File: src/rtl/pic8_pkg.sv
package pic8_pkg;
    localparam int NLINE = 8;
    localparam int DW    = 8;
    localparam int LVLW  = $clog2(NLINE);
    localparam int VBW   = DW - LVLW;
    localparam int PADW  = DW - 1 - LVLW;

    typedef enum logic [1:0] {
        ST_RDY,
        ST_BASE,
        ST_CASC,
        ST_MODE
    } init_st_t;

    typedef struct packed {
        logic           lvl_trig;
        logic           single;
        logic           need_mode;
        logic           auto_eoi;
        logic           spec_mask;
        logic           show_isr;
        logic           poll_arm;
        logic [VBW-1:0] vbase;
    } cfg_t;

    typedef struct packed {
        logic            hit;
        logic [LVLW-1:0] idx;
    } pick_t;

    // lowest-numbered set bit wins (line 0 is top priority)
    function automatic pick_t pick_first(input logic [NLINE-1:0] v);
        pick_t p;
        p = '0;
        for (int i = NLINE - 1; i >= 0; i--) begin
            if (v[i]) begin
                p.hit = 1'b1;
                p.idx = LVLW'(i);
            end
        end
        return p;
    endfunction

    // levels that rank strictly above the picked one, all levels if none
    function automatic logic [NLINE-1:0] above(input pick_t p);
        logic [NLINE-1:0] m;
        m = '1;
        if (p.hit) begin
            for (int i = 0; i < NLINE; i++) begin
                m[i] = (i < int'(p.idx));
            end
        end
        return m;
    endfunction
endpackage

File: src/rtl/pic8_reqreg.sv
module pic8_reqreg
    import pic8_pkg::*;
(
    input  logic             clk,
    input  logic             rst,
    input  logic             lvl_trig,
    input  logic             flush,
    input  logic [NLINE-1:0] line_in,
    input  logic [NLINE-1:0] take_vec,
    output logic [NLINE-1:0] req
);
    generate
        for (genvar g = 0; g < NLINE; g++) begin : g_line
            logic prev_q;
            logic req_q;
            always_ff @(posedge clk) begin
                if (rst) begin
                    prev_q <= 1'b0;
                    req_q  <= 1'b0;
                end else begin
                    prev_q <= line_in[g];
                    if (flush) begin
                        req_q <= 1'b0;
                    end else if (lvl_trig) begin
                        req_q <= line_in[g] & ~take_vec[g];
                    end else begin
                        req_q <= (req_q | (line_in[g] & ~prev_q)) & ~take_vec[g];
                    end
                end
            end
            assign req[g] = req_q;
        end
    endgenerate
endmodule

File: src/rtl/pic8_resolve.sv
module pic8_resolve
    import pic8_pkg::*;
(
    input  logic [NLINE-1:0] irr,
    input  logic [NLINE-1:0] imr,
    input  logic [NLINE-1:0] isr,
    input  logic             spec_mask,
    output pick_t            win
);
    logic [NLINE-1:0] blk;
    logic [NLINE-1:0] cand;
    pick_t            top_srv;

    always_comb begin
        blk     = spec_mask ? (isr & ~imr) : isr;
        top_srv = pick_first(blk);
        cand    = irr & ~imr & above(top_srv);
        win     = pick_first(cand);
    end
endmodule

File: src/rtl/pic8_bus.sv
module pic8_bus
    import pic8_pkg::*;
(
    input  logic             clk,
    input  logic             rst,
    input  logic             wr_lo,
    input  logic             wr_hi,
    input  logic             rd_lo,
    input  logic [DW-1:0]    din,
    output cfg_t             cfg,
    output logic [NLINE-1:0] imr,
    output logic             busy,
    output logic             armed,
    output logic             flush,
    output logic             eoi_any,
    output logic             eoi_spec,
    output logic [LVLW-1:0]  eoi_lvl,
    output logic             poll_take
);
    init_st_t st;

    always_ff @(posedge clk) begin
        if (rst) begin
            st    <= ST_RDY;
            cfg   <= '0;
            imr   <= '0;
            armed <= 1'b0;
        end else begin
            if (rd_lo && cfg.poll_arm) begin
                cfg.poll_arm <= 1'b0;
            end
            if (wr_lo && din[4]) begin
                st            <= ST_BASE;
                armed         <= 1'b0;
                cfg.lvl_trig  <= din[3];
                cfg.single    <= din[1];
                cfg.need_mode <= din[0];
                cfg.auto_eoi  <= 1'b0;
                cfg.spec_mask <= 1'b0;
                cfg.show_isr  <= 1'b0;
                cfg.poll_arm  <= 1'b0;
                imr           <= '0;
            end else if (wr_lo && st == ST_RDY && din[3]) begin
                if (din[1]) cfg.show_isr <= din[0];
                if (din[2]) cfg.poll_arm <= 1'b1;
                if (din[6]) cfg.spec_mask <= din[5];
            end else if (wr_hi) begin
                case (st)
                    ST_BASE: begin
                        cfg.vbase <= din[DW-1:LVLW];
                        if (!cfg.single) begin
                            st <= ST_CASC;
                        end else if (cfg.need_mode) begin
                            st <= ST_MODE;
                        end else begin
                            st    <= ST_RDY;
                            armed <= 1'b1;
                        end
                    end
                    ST_CASC: begin
                        if (cfg.need_mode) begin
                            st <= ST_MODE;
                        end else begin
                            st    <= ST_RDY;
                            armed <= 1'b1;
                        end
                    end
                    ST_MODE: begin
                        cfg.auto_eoi <= din[1];
                        st           <= ST_RDY;
                        armed        <= 1'b1;
                    end
                    default: imr <= din;
                endcase
            end
        end
    end

    assign busy      = (st != ST_RDY);
    assign flush     = wr_lo & din[4];
    assign eoi_any   = wr_lo & ~din[4] & ~din[3] & din[5] & ~busy;
    assign eoi_spec  = eoi_any & din[6];
    assign eoi_lvl   = din[LVLW-1:0];
    assign poll_take = rd_lo & cfg.poll_arm;
endmodule

File: src/rtl/pic8_ctrl.sv
module pic8_ctrl
    import pic8_pkg::*;
(
    input  logic             clk,
    input  logic             rst,
    input  logic             cs,
    input  logic             a0,
    input  logic             rd,
    input  logic             wr,
    input  logic [DW-1:0]    din,
    output logic [DW-1:0]    dout,
    input  logic [NLINE-1:0] irq_in,
    input  logic             inta,
    output logic             intr
);
    logic             wr_lo, wr_hi, rd_lo, rd_hi;
    cfg_t             cfg_q;
    logic [NLINE-1:0] imr_q, irr_q, isr_q;
    logic [NLINE-1:0] take_vec, eoi_clr, set_vec;
    logic             busy, armed, flush, eoi_any, eoi_spec, poll_take;
    logic [LVLW-1:0]  eoi_lvl;
    logic             live, take;
    pick_t            win, isr_top;

    assign wr_lo = cs & wr & ~a0;
    assign wr_hi = cs & wr & a0;
    assign rd_lo = cs & rd & ~a0;
    assign rd_hi = cs & rd & a0;

    pic8_bus u_bus (
        .clk(clk), .rst(rst), .wr_lo(wr_lo), .wr_hi(wr_hi), .rd_lo(rd_lo),
        .din(din), .cfg(cfg_q), .imr(imr_q), .busy(busy), .armed(armed),
        .flush(flush), .eoi_any(eoi_any), .eoi_spec(eoi_spec),
        .eoi_lvl(eoi_lvl), .poll_take(poll_take)
    );

    pic8_reqreg u_req (
        .clk(clk), .rst(rst), .lvl_trig(cfg_q.lvl_trig), .flush(flush),
        .line_in(irq_in), .take_vec(take_vec), .req(irr_q)
    );

    pic8_resolve u_res (
        .irr(irr_q), .imr(imr_q), .isr(isr_q), .spec_mask(cfg_q.spec_mask),
        .win(win)
    );

    assign live     = armed & ~busy;
    assign take     = (inta | poll_take) & win.hit & live;
    assign take_vec = take ? (NLINE'(1) << win.idx) : '0;
    assign set_vec  = cfg_q.auto_eoi ? '0 : take_vec;
    assign intr     = live & win.hit;

    always_comb begin
        isr_top = pick_first(isr_q);
        eoi_clr = '0;
        if (eoi_spec) begin
            eoi_clr = NLINE'(1) << eoi_lvl;
        end else if (eoi_any && isr_top.hit) begin
            eoi_clr = NLINE'(1) << isr_top.idx;
        end
    end

    always_ff @(posedge clk) begin
        if (rst || flush) begin
            isr_q <= '0;
        end else begin
            isr_q <= (isr_q & ~eoi_clr) | set_vec;
        end
    end

    always_ff @(posedge clk) begin
        if (rst) begin
            dout <= '0;
        end else if (inta) begin
            dout <= {cfg_q.vbase, (take ? win.idx : {LVLW{1'b1}})};
        end else if (rd_hi) begin
            dout <= imr_q;
        end else if (poll_take) begin
            dout <= {take, {PADW{1'b0}}, (take ? win.idx : {LVLW{1'b0}})};
        end else if (rd_lo) begin
            dout <= cfg_q.show_isr ? isr_q : irr_q;
        end
    end
endmodule

File: config.mk
export PLATFORM = sky130hd
export DESIGN_NAME = pic8_ctrl
export DESIGN_NICKNAME = d
export VERILOG_FILES = /design/src/rtl/pic8_pkg.sv /design/src/rtl/pic8_reqreg.sv /design/src/rtl/pic8_resolve.sv /design/src/rtl/pic8_bus.sv /design/src/rtl/pic8_ctrl.sv
export SDC_FILE = /design/constraint.sdc
export NUM_CORES = 1
export LEC_CHECK = 0
export BUFFER_PORTS_ARGS = -buffer_cell sky130_fd_sc_hd__buf_2
export CORE_ASPECT_RATIO = 0.6
export CORE_UTILIZATION = 25
export DETAILED_ROUTE_END_ITERATION = 7
export PLACE_DENSITY = 0.47
export SLEW_MARGIN = 25
export SYNTH_ARGS = -nofsm -noshare
export SYNTH_HDL_FRONTEND = slang
export SYNTH_SLANG_ARGS = --single-unit
File: constraint.sdc
create_clock -name clk -period 5.55 [get_ports clk]
set_clock_uncertainty 0.15 [all_clocks]
set_input_delay 0 -clock clk [delete_from_list [all_inputs] [get_ports clk]]
set_output_delay 0 -clock clk [all_outputs]
set_load 0.05 [all_outputs]
==> impl_metrics.csv <==
group,metric,value,unit
run_status,status,"finished clean",
worst_hold_path,hold_path_class,"primary input to flop",
placement,hpwlAfterDp,7.56,mm
yosys,syn_nets,394,
power_and_ir_drop,power,0.932,mW
grt,antenna_found_initial,0,
critical_path,crit_arrival,2.58,ns
yosys,synth-seq-cells,55,
final_layout,diodes,0,
placement,placed_area,0.00331,sq mm
grt,grt_pass1_vias,2715,
grt,grtUsageTotal,17.0,%
final_layout,drive_gt1_share,14.6,%
yosys,netlist_area,0.00303,sq mm
critical_path,cp_max_fo,13,
drt,route.detailed.drc,0,
drt,ant_nets,0,
final_layout,final-instance-count-excl-fill,571,
final_layout,fin_nets,434,
yosys,synth_edf_count,0,
clock_network,clock_sinks,55,
critical_path,cp-start-kind,"flop",
final_layout,seq_area,0.00110,sq mm
yosys,syn_avg_cell_area,8.17,sq um
floorplanning,initial_core_util,26.2,%
placement,gp_congestion,0.905,
timing,postLayoutSetupSlackWorst,2.82,ns
timing,maxSlewHeadroom,32.6,%
yosys,synth.most_common_cell,"dfxtp_1",
drt,finalWirelength,9.98,mm
yosys,synth-seq-area-share,36.3,%
critical_path,cpPeakStageDelay,0.57,ns
final_layout,postLayoutCellArea,0.00367,sq mm
yosys,syn_inst,371,
yosys,synth_top_cells_by_count,"55 x dfxtp_1, 42 x nor2_1, 37 x nand2_1, 23 x a21oi_1",
timing,hold_viol_final,0,
drt,via_per_inst,5.20,
clock_network,clk_latency,0.30,ns
power_and_ir_drop,ir_drop,0.124,mV
timing,max_freq,367,MHz
timing,fin_tns_setup,0,ns
floorplanning,fp.dieW,144,um
power_and_ir_drop,p_leak,1.35,nW
clock_network,clk_pin_slew,0.07,ns
job,maxCapViolations,0,
clock_network,cts_buffer_depth,2,
yosys,synth.area.top_cells,"dfxtp_1 36%, mux2i_1 5.3%, nor2_1 5.2%",
floorplanning,dieHeight,87.3,um
final_layout,multi_input_area,0.00180,sq mm
floorplanning,die_area,0.0126,sq mm
power_and_ir_drop,p_per_area,254,mW/mm^2
clock_network,cts_buffers,5,
floorplanning,io_pins,32,
clock_network,h-tree-depth,2,
critical_path,crit_type,"flop to output pin",
final_layout,fillCellCount,1250,
drt,firstDrtPassIters,5,
drt,route.vias.total,2972,
drt,wl_per_cell,17.5,um
final_layout,final_util,31.7,%
critical_path,crit_slowest_cell,"dfxtp_1",
drt,drt_iter0_drc,259,
yosys,yosys.area.top_type,"dfxtp_1",
critical_path,endpoint_kind,"output pin",
clock_network,post_cts_buffers,0,
timing,final-setup-viol-count,0,
grt,overflow,0,
timing,min_period,2.73,ns
critical_path,worstPathRequired,5.40,ns
yosys,synth_ff_type,"dfxtp_1",
grt,grt_pass1_wl,15.8,mm
placement,dp.cells,544,
yosys,synthArstFlopShare,0,%
yosys,netlist.area_leader.share,36.3,%
yosys,yosysWarnings,0,
critical_path,crit_chain,"a21boi_1, nor4b_2, o21ai_1, o31a_1, o211a_4, nor2_2, buf_2",
clock_network,cts_root_buf,"clkbuf_16",
clock_network,cts_tree,"built",
floorplanning,design.core.area,0.0116,sq mm
timing,rsz0062_at_grt,"no",
grt,grt_max_degree,29,
timing,period_share,49.1,%
timing,worst_pin_slew,1.01,ns
placement,dp_slack,2.92,ns
timing,slew_violations,0,
placement,portBuffers,31,
timing,holdWs,0.0223,ns
floorplanning,row_count,30,
yosys,synth.distinct_cells,67,
final_layout,syn_to_final_growth,21.0,%
[registers in the layout, summed over array words and instances, names as in the netlist]
name                 cells
dout                     8
isr_q                    8
u_bus.armed              1
u_bus.cfg               12
u_bus.imr                8
u_bus.st                 2
u_req.g_line.prev_q      8
u_req.g_line.req_q       8
[path summary, 6_finish.rpt]
path	start	endpoint	slack [ns]	depth (start not counted)
hold reg to reg	u_bus.cfg[4]$_SDFFE_PP0P_	u_bus.cfg[4]$_SDFFE_PP0P_	0.32	2
setup / recovery	u_bus.cfg[7]$_SDFFE_PP0P_	intr	2.82	7
hold / removal	rst	u_req.g_line[1].prev_q$_SDFF_PP0_	0.02	2
setup reg to reg	u_bus.cfg[7]$_SDFFE_PP0P_	u_req.g_line[5].req_q$_SDFF_PP0_	2.88	7
[layout make-up]
cell class              count  share of cell area (%)
clock buffers               6                    3.51
well taps                 160                    5.46
inverters                  13                    1.33
multi-input cells         284                    49.0
flip-flops and latches     55                    30.0
repair buffers             52                    9.89
clock inverters             1                   0.819
[critical path, delay by kind of cell, from the launching register on]
family / cells / cell delay, ns
AND/OR/NAND/NOR: 2 / 0.40
AO/OA/AOI/OAI: 4 / 1.01
buffers and inverters: 1 / 0.28
flip-flops: 1 / 0.57
[report_power, final]
group	switching, mW	internal (mW)	leakage (nW)
Clock	0.146	0.211	0.0769
Sequential	0.0128	0.409	0.450
Combinational	0.0939	0.0587	0.826
[kinds of logic after synthesis]
| family | after synthesis | share of synthesized area, % |
|---|---|---|
| buffers and inverters | 32 | 4.42 |
| AO/OA/AOI/OAI | 110 | 27.0 |
| AND/OR/NAND/NOR | 153 | 25.1 |
| multiplexers | 21 | 7.14 |
| flip-flops | 55 | 36.3 |
[what timing repair did]
action	CTS	global route
hold buffers	20	0
gates resized for setup	0	0
hold endpoints to repair	36	0
[placed cells by master, fill, tap and decap left out, types with 7 or more instances in the layout]
cell,count
dfxtp_1,55
nor2_1,42
nand2_1,37
buf_2,31
a21oi_1,23
dlygate4sd3_1,20
nor2b_1,16
mux2i_1,16
o21ai_0,14
inv_1,13
nand2b_1,11
nor3_1,11
nand3_1,9
a221oi_1,8
o211ai_1,7
[metal layers]
layer	track usage (%)	part of all wire, %	vias up
met4	3.54	0.82	0
met2	21.5	35	118
met3	4.29	8.1	10
met1	27.4	56	1404
met5	0	0	-
li1	-	-	1440
No activity file was read; power rests on OpenSTA's default activity.
